===== src/rtl/iwin_pkg.sv =====
package iwin_pkg;
  // Physical tag width shared by every part of the window.
  parameter int unsigned IWIN_TAG_W = 6;

  typedef logic [IWIN_TAG_W-1:0] iwin_tag_t;

  typedef struct packed {
    iwin_tag_t tag;
    logic      rdy;
  } iwin_src_t;

  typedef struct packed {
    logic      vld;
    iwin_tag_t dst;
    iwin_src_t s0;
    iwin_src_t s1;
  } iwin_ent_t;
endpackage


===== src/rtl/iwin_rst_sync.sv =====
module iwin_rst_sync (
  input  logic clk,
  input  logic rst_n_i,
  output logic rst_n_o
);
  logic [1:0] sync_q;

  always_ff @(posedge clk or negedge rst_n_i) begin
    if (!rst_n_i) sync_q <= 2'b00;
    else          sync_q <= {sync_q[0], 1'b1};
  end

  assign rst_n_o = sync_q[1];
endmodule


===== src/rtl/iwin_pick.sv =====
// Lowest-index one-hot selector.
module iwin_pick #(
  parameter int unsigned N = 4
) (
  input  logic [N-1:0] req_i,
  output logic [N-1:0] gnt_o,
  output logic         any_o
);
  assign gnt_o = req_i & (~req_i + N'(1));
  assign any_o = |req_i;
endmodule


===== src/rtl/iwin_entry.sv =====
module iwin_entry
  import iwin_pkg::*;
(
  input  logic      clk,
  input  logic      rst_n,
  input  logic      flush_i,
  input  logic      alloc_i,
  input  iwin_tag_t dst_i,
  input  iwin_tag_t src0_i,
  input  logic      src0_rdy_i,
  input  iwin_tag_t src1_i,
  input  logic      src1_rdy_i,
  input  logic      wake_vld_i,
  input  iwin_tag_t wake_tag_i,
  input  logic      issue_i,
  output logic      vld_o,
  output logic      ready_o,
  output iwin_tag_t dst_o,
  output iwin_tag_t src0_o,
  output iwin_tag_t src1_o
);
  iwin_ent_t ent_q, ent_d;
  logic      ent_en;

  always_comb begin
    ent_d = ent_q;
    if (flush_i) begin
      ent_d.vld = 1'b0;
    end else if (alloc_i) begin
      ent_d.vld    = 1'b1;
      ent_d.dst    = dst_i;
      ent_d.s0.tag = src0_i;
      ent_d.s1.tag = src1_i;
      ent_d.s0.rdy = src0_rdy_i | (wake_vld_i && (wake_tag_i == src0_i));
      ent_d.s1.rdy = src1_rdy_i | (wake_vld_i && (wake_tag_i == src1_i));
    end else if (ent_q.vld) begin
      if (issue_i) ent_d.vld = 1'b0;
      if (wake_vld_i && (wake_tag_i == ent_q.s0.tag)) ent_d.s0.rdy = 1'b1;
      if (wake_vld_i && (wake_tag_i == ent_q.s1.tag)) ent_d.s1.rdy = 1'b1;
    end
  end

  assign ent_en = flush_i | alloc_i | (ent_q.vld & (issue_i | wake_vld_i));

  always_ff @(posedge clk or negedge rst_n) begin
    if (!rst_n)      ent_q <= '0;
    else if (ent_en) ent_q <= ent_d;
  end

  assign vld_o   = ent_q.vld;
  assign ready_o = ent_q.vld & ent_q.s0.rdy & ent_q.s1.rdy;
  assign dst_o   = ent_q.dst;
  assign src0_o  = ent_q.s0.tag;
  assign src1_o  = ent_q.s1.tag;
endmodule


===== src/rtl/iwin_sched.sv =====
module iwin_sched
  import iwin_pkg::*;
#(
  parameter int unsigned DEPTH = 32
) (
  input  logic                  clk,
  input  logic                  rst_n,
  input  logic                  flush_i,
  input  logic                  ins_vld_i,
  input  logic [IWIN_TAG_W-1:0] ins_dst_i,
  input  logic [IWIN_TAG_W-1:0] ins_src0_i,
  input  logic                  ins_src0_rdy_i,
  input  logic [IWIN_TAG_W-1:0] ins_src1_i,
  input  logic                  ins_src1_rdy_i,
  input  logic                  wake_vld_i,
  input  logic [IWIN_TAG_W-1:0] wake_tag_i,
  output logic                  ins_full_o,
  output logic                  iss_vld_o,
  output logic [IWIN_TAG_W-1:0] iss_dst_o,
  output logic [IWIN_TAG_W-1:0] iss_src0_o,
  output logic [IWIN_TAG_W-1:0] iss_src1_o
);
  logic             rst_sync_n;
  logic [DEPTH-1:0] vld_vec, rdy_vec;
  logic [DEPTH-1:0] free_gnt, rdy_gnt;
  logic [DEPTH-1:0] alloc_vec, issue_vec;
  logic             free_any, rdy_any, ins_take;
  iwin_tag_t        dst_arr  [DEPTH];
  iwin_tag_t        src0_arr [DEPTH];
  iwin_tag_t        src1_arr [DEPTH];

  iwin_rst_sync u_rst (
    .clk     (clk),
    .rst_n_i (rst_n),
    .rst_n_o (rst_sync_n)
  );

  iwin_pick #(.N(DEPTH)) u_free_pick (
    .req_i (~vld_vec),
    .gnt_o (free_gnt),
    .any_o (free_any)
  );

  iwin_pick #(.N(DEPTH)) u_rdy_pick (
    .req_i (rdy_vec),
    .gnt_o (rdy_gnt),
    .any_o (rdy_any)
  );

  assign ins_full_o = ~free_any;
  assign ins_take   = ins_vld_i & free_any & ~flush_i;
  assign alloc_vec  = free_gnt & {DEPTH{ins_take}};
  assign issue_vec  = rdy_gnt & {DEPTH{~flush_i}};
  assign iss_vld_o  = rdy_any & ~flush_i;

  for (genvar i = 0; i < DEPTH; i++) begin : g_ent
    iwin_entry u_ent (
      .clk        (clk),
      .rst_n      (rst_sync_n),
      .flush_i    (flush_i),
      .alloc_i    (alloc_vec[i]),
      .dst_i      (ins_dst_i),
      .src0_i     (ins_src0_i),
      .src0_rdy_i (ins_src0_rdy_i),
      .src1_i     (ins_src1_i),
      .src1_rdy_i (ins_src1_rdy_i),
      .wake_vld_i (wake_vld_i),
      .wake_tag_i (wake_tag_i),
      .issue_i    (issue_vec[i]),
      .vld_o      (vld_vec[i]),
      .ready_o    (rdy_vec[i]),
      .dst_o      (dst_arr[i]),
      .src0_o     (src0_arr[i]),
      .src1_o     (src1_arr[i])
    );
  end

  // One-hot AND-OR mux for the issued entry.
  always_comb begin
    iss_dst_o  = '0;
    iss_src0_o = '0;
    iss_src1_o = '0;
    for (int i = 0; i < DEPTH; i++) begin
      if (rdy_gnt[i]) begin
        iss_dst_o  = iss_dst_o  | dst_arr[i];
        iss_src0_o = iss_src0_o | src0_arr[i];
        iss_src1_o = iss_src1_o | src1_arr[i];
      end
    end
  end
endmodule


===== config.mk =====
export PLATFORM = sky130hd
export DESIGN_NAME = iwin_sched
export DESIGN_NICKNAME = d
export VERILOG_FILES = /design/src/rtl/iwin_pkg.sv /design/src/rtl/iwin_rst_sync.sv /design/src/rtl/iwin_pick.sv /design/src/rtl/iwin_entry.sv /design/src/rtl/iwin_sched.sv
export SDC_FILE = /design/constraint.sdc
export NUM_CORES = 1
export LEC_CHECK = 0
export ABC_AREA = 1
export BUFFER_PORTS_ARGS = -buffer_cell sky130_fd_sc_hd__buf_2
export CAP_MARGIN = 5
export CELL_PAD_IN_SITES_DETAIL_PLACEMENT = 1
export CELL_PAD_IN_SITES_GLOBAL_PLACEMENT = 1
export CORE_MARGIN = 2
export CORE_UTILIZATION = 45
export CTS_CLUSTER_DIAMETER = 40
export DETAILED_ROUTE_END_ITERATION = 8
export PLACE_DENSITY = 0.8
export REMOVE_ABC_BUFFERS = 1
export SYNTH_ARGS = -nofsm -noshare
export SYNTH_HDL_FRONTEND = slang
export SYNTH_SLANG_ARGS = --single-unit

===== constraint.sdc =====
create_clock -name clk -period 30.9 [get_ports clk]
set_clock_uncertainty 0.2 [all_clocks]
set_input_delay 1.545 -clock clk [delete_from_list [all_inputs] [get_ports clk]]
set_output_delay 1.545 -clock clk [all_outputs]
set_load 0.03 [all_outputs]

==> impl_metrics.yaml <==
critical_path:
  r2r_cells: 14
  cp.arrival_ns: 5.08
  path_buf_inv: 4
  crit_path_cell_trace: "nand3_2 > nand2_1 > nor2_4 > buf_4 > nand2_1 > nor2_4 > buf_4 > nand3_1 > inv_1 > nand2_1 > nand3_1 > nor2_1 > nand2_1 > buf_2"
  r2r_start: "g_ent[0].u_ent.vld_o"
  cp-start-kind: "register"
  cp_slowest_stage_delay_ns: 0.59
  reg2reg_setup_slack_ns: 26.71
  cp_max_fo: 51
  cp_common_cell: "nand2_1"
  path_delay_family: "simple AND/OR/NAND/NOR gates"
  r2r-end: "g_ent[17].u_ent.ent_q[0]"
  worst_setup_path_end_kind: "output port"
  crit_required_ns: 29.16
  cpMaxStageDelayCell: "buf_4"
  path_class: "reg -> out"
worst_hold_path:
  hold_start: "u_rst.sync_q[0]"
  hp-class: "reg -> reg"
  hold_path_end: "u_rst.sync_q[1]"
  hold_depth: 0
sta:
  tightest_slew_ns: 1.24
  timing.final.crit_share_pct: 22.1
  fin_setup_tns_ns: 0
  hold_slack_ns: 0.150
  slew_headroom_pct: 17.1
  min_period_ns: 6.83
  rsz0062_at_grt: "no"
  drv_slew: 0
  max_freq_mhz: 146
  hold_viol: 0
  setup_viol: 0
routing:
  drc: 0
  postRouteAntennaNets: 0
  dr.pass1.iters: 6
  wl_per_cell_um: 27.3
  viasPerCell: 6.29
  drt-initial-drc-count: 4749
  num_vias: 38600
  drt-total-wl_mm: 167
status:
  status: "finished, final reports clean"
logic_synthesis:
  yosysWarnings: 0
  ys_seq_area_share_pct: 45.4
  syn_area_per_cell_sq_um: 7.36
  syn_inst: 5051
  synthArstFlopShare_pct: 100
  synth_edf_count: 0
  synth-seq-cells: 674
  synth.distinct_cells: 41
  netlist_area_sq_um: 37200
  synth_flop_cell: "dfrtp_1"
global_routing:
  gr-usage-all-layers_pct: 39.1
  overflow: 0
  first_global_vias: 38300
  grt_max_degree: 164
  grt_pass1_wl_mm: 250
  antenna_found_initial: 9
clock_tree:
  cts_setup_buffers: 0
  insertion_delay_ns: 0.72
  cts-htree-levels: 3
  post_cts_resized: 0
  clk_path_buf_depth: 3
  cts.sinks: 674
  clockRootBuffer: "clkbuf_16"
  clk_pin_slew_worst_paths_ns: 0.05
  holdBufCountCts: 0
  cts_tree: "built"
  cts_made_buffers: 121
die:
  start_util_pct: 45.3
  die_height_um: 291
  fp.dieW_um: 291
  core_area_sq_um: 82000
  io_pins: 51
  dieArea_sq_um: 84900
  num_rows: 105
placement:
  place_hpwl_mm: 108
  port_buffers: 50
  gp_congestion: 0.977
pwr:
  peakVddDrop_mv: 0.0487
  p_leak_nw: 19.6
  powerDensity_nw_per_um2: 58.7
layout:
  drive_gt1_share_pct: 8.57
  syn_to_final_growth_pct: 13.8
  nNetsFinal: 4991
  diodes: 0
  fill_cells: 10200
job:
  max_cap_viol_count: 0
==> per-layer routing <==
layer | up-vias | part of all wire (%) | track usage (%)
li1 | 16600 | - | -
met5 | - | 0.048 | 0
met3 | 474 | 12 | 8.63
met4 | 12 | 4.8 | 17.5
met2 | 2211 | 42 | 57.7
met1 | 19400 | 41 | 54.9
==> through the flow <==
| step | area, sq um | utilization, % | total power [mW] | worst slack, ns | std cells |
|---|---|---|---|---|---|
| global route | 42300 | 51.6 | 2.54 | 23.86 | 6137 |
| floorplan | 35600 | - | 0.998 | 10.52 | 4691 |
| detailed placement | 38000 | 46.4 | 1.08 | 24.96 | 5907 |
| finish | 42300 | 51.6 | 2.49 | 24.07 | 6137 |
| CTS | 42300 | 51.6 | 2.48 | 24.17 | 6137 |
| global placement | 38000 | 46.4 | 1.08 | 25.08 | 5907 |
==> synthesized netlist by cell type (58+ instances only) <==
cell	count	area (sq um)
inv_1	299	1120
nand4_1	180	1130
o21ai_0	774	3870
clkbuf_1	215	807
nor3_1	58	290
nor2_1	401	1510
dfrtp_1	674	16900
buf_2	85	425
xor2_1	117	1020
nand2_1	1435	5390
nand3_1	345	1730
a21oi_1	140	701
==> registers in the layout (all words and copies together) (netlist names) <==
| name | flops |
|---|---|
| g_ent.u_ent.dst_o | 192 |
| g_ent.u_ent.ent_q | 64 |
| g_ent.u_ent.src0_o | 192 |
| g_ent.u_ent.src1_o | 192 |
| g_ent.u_ent.vld_o | 32 |
| u_rst.sync_q | 2 |
==> cells in the final DEF, fill, tap and decap left out, types with 5 or more instances in the layout <==
cell type / netlist / routed
clkbuf_8: 0 / 10
nand4_2: 6 / 6
o2111ai_1: 8 / 8
a21oi_1: 140 / 140
buf_4: 20 / 98
o221ai_1: 5 / 5
inv_6: 0 / 22
nor3b_1: 5 / 5
xnor2_1: 34 / 34
clkinvlp_4: 0 / 9
nand4_1: 180 / 180
bufinv_16: 0 / 15
clkinv_2: 0 / 24
inv_1: 299 / 289
a221oi_1: 9 / 9
o31ai_1: 5 / 5
clkbuf_16: 0 / 123
buf_2: 85 / 45
nand3b_1: 16 / 16
a211oi_1: 35 / 35
inv_2: 2 / 10
nor2_2: 7 / 12
nand2_1: 1435 / 1435
clkinv_1: 10 / 11
nor4_1: 17 / 17
dfrtp_1: 674 / 673
clkinv_4: 0 / 17
nor2_4: 3 / 6
nand2_2: 5 / 5
clkbuf_1: 215 / 5
o211ai_1: 22 / 22
or2_2: 15 / 15
o21ai_0: 774 / 774
xor2_1: 117 / 117
o22ai_1: 49 / 49
nor3_1: 58 / 58
nor2_1: 401 / 393
nand3_1: 345 / 345
==> worst max-delay path by stage <==
stage | start | to | slack [ns] | cells past startpoint
after global routing | g_ent[0].u_ent.vld_o | iss_dst_o[2] | 23.86 | 14
final | g_ent[0].u_ent.vld_o | iss_dst_o[2] | 24.07 | 14
after CTS | g_ent[0].u_ent.vld_o | iss_dst_o[2] | 24.17 | 14
after detailed placement | g_ent[0].u_ent.vld_o | iss_dst_o[2] | 24.96 | 14
after floorplan | u_rst.sync_q[1] | g_ent[0].u_ent.dst_o[0] | 10.52 | 0
after global placement | g_ent[0].u_ent.vld_o | iss_dst_o[2] | 25.08 | 14
==> layout make-up <==
| type | instances | area [sq um] | share of cell area (%) |
|---|---|---|---|
| Clock buffer | 138 | 3230 | 7.65 |
| Clock inverter | 92 | 1060 | 2.51 |
| Inverter | 311 | 1170 | 2.76 |
| Multi-Input combinational cell | 3706 | 17600 | 41.6 |
| Sequential cell | 674 | 16900 | 39.9 |
| Tap cell | 1070 | 1340 | 3.16 |
| Timing Repair Buffer | 146 | 1020 | 2.41 |
==> where the power goes <==
group | switching (mW) | internal [mW]
Combinational | 0.127 | 0.0331
Sequential | 0.0132 | 0.897
Clock | 0.527 | 0.887
Total | 0.667 | 1.82
==> worst register-to-register path, cell delays in order, from the launching register on <==
cell     delay [ns]
dfrtp_1        0.44
nand3_2        0.39
nand2_1        0.29
nor2_4         0.16
buf_4          0.50
nand2_1        0.30
nor2_4         0.16
buf_4          0.59
nand2_1        0.27
o21ai_0        0.21
nand2_1        0.17
nand2_1        0.17
nand3_1        0.09
nand2_1        0.10
nand2_1        0.05
==> logic make-up (layout without fill, tap and decap cells) <==
family | count (synthesis) | count (layout) | synth area share, %
xor+xnor | 151 | 151 | 3.56
buf+inv | 671 | 687 | 7.35
flops | 674 | 674 | 45.4
simple gates | 2499 | 2499 | 28.6
other cells | 1 | 1 | 0.0101
compound gates | 1055 | 1055 | 15.1
No activity file was read; power rests on OpenSTA's default activity.
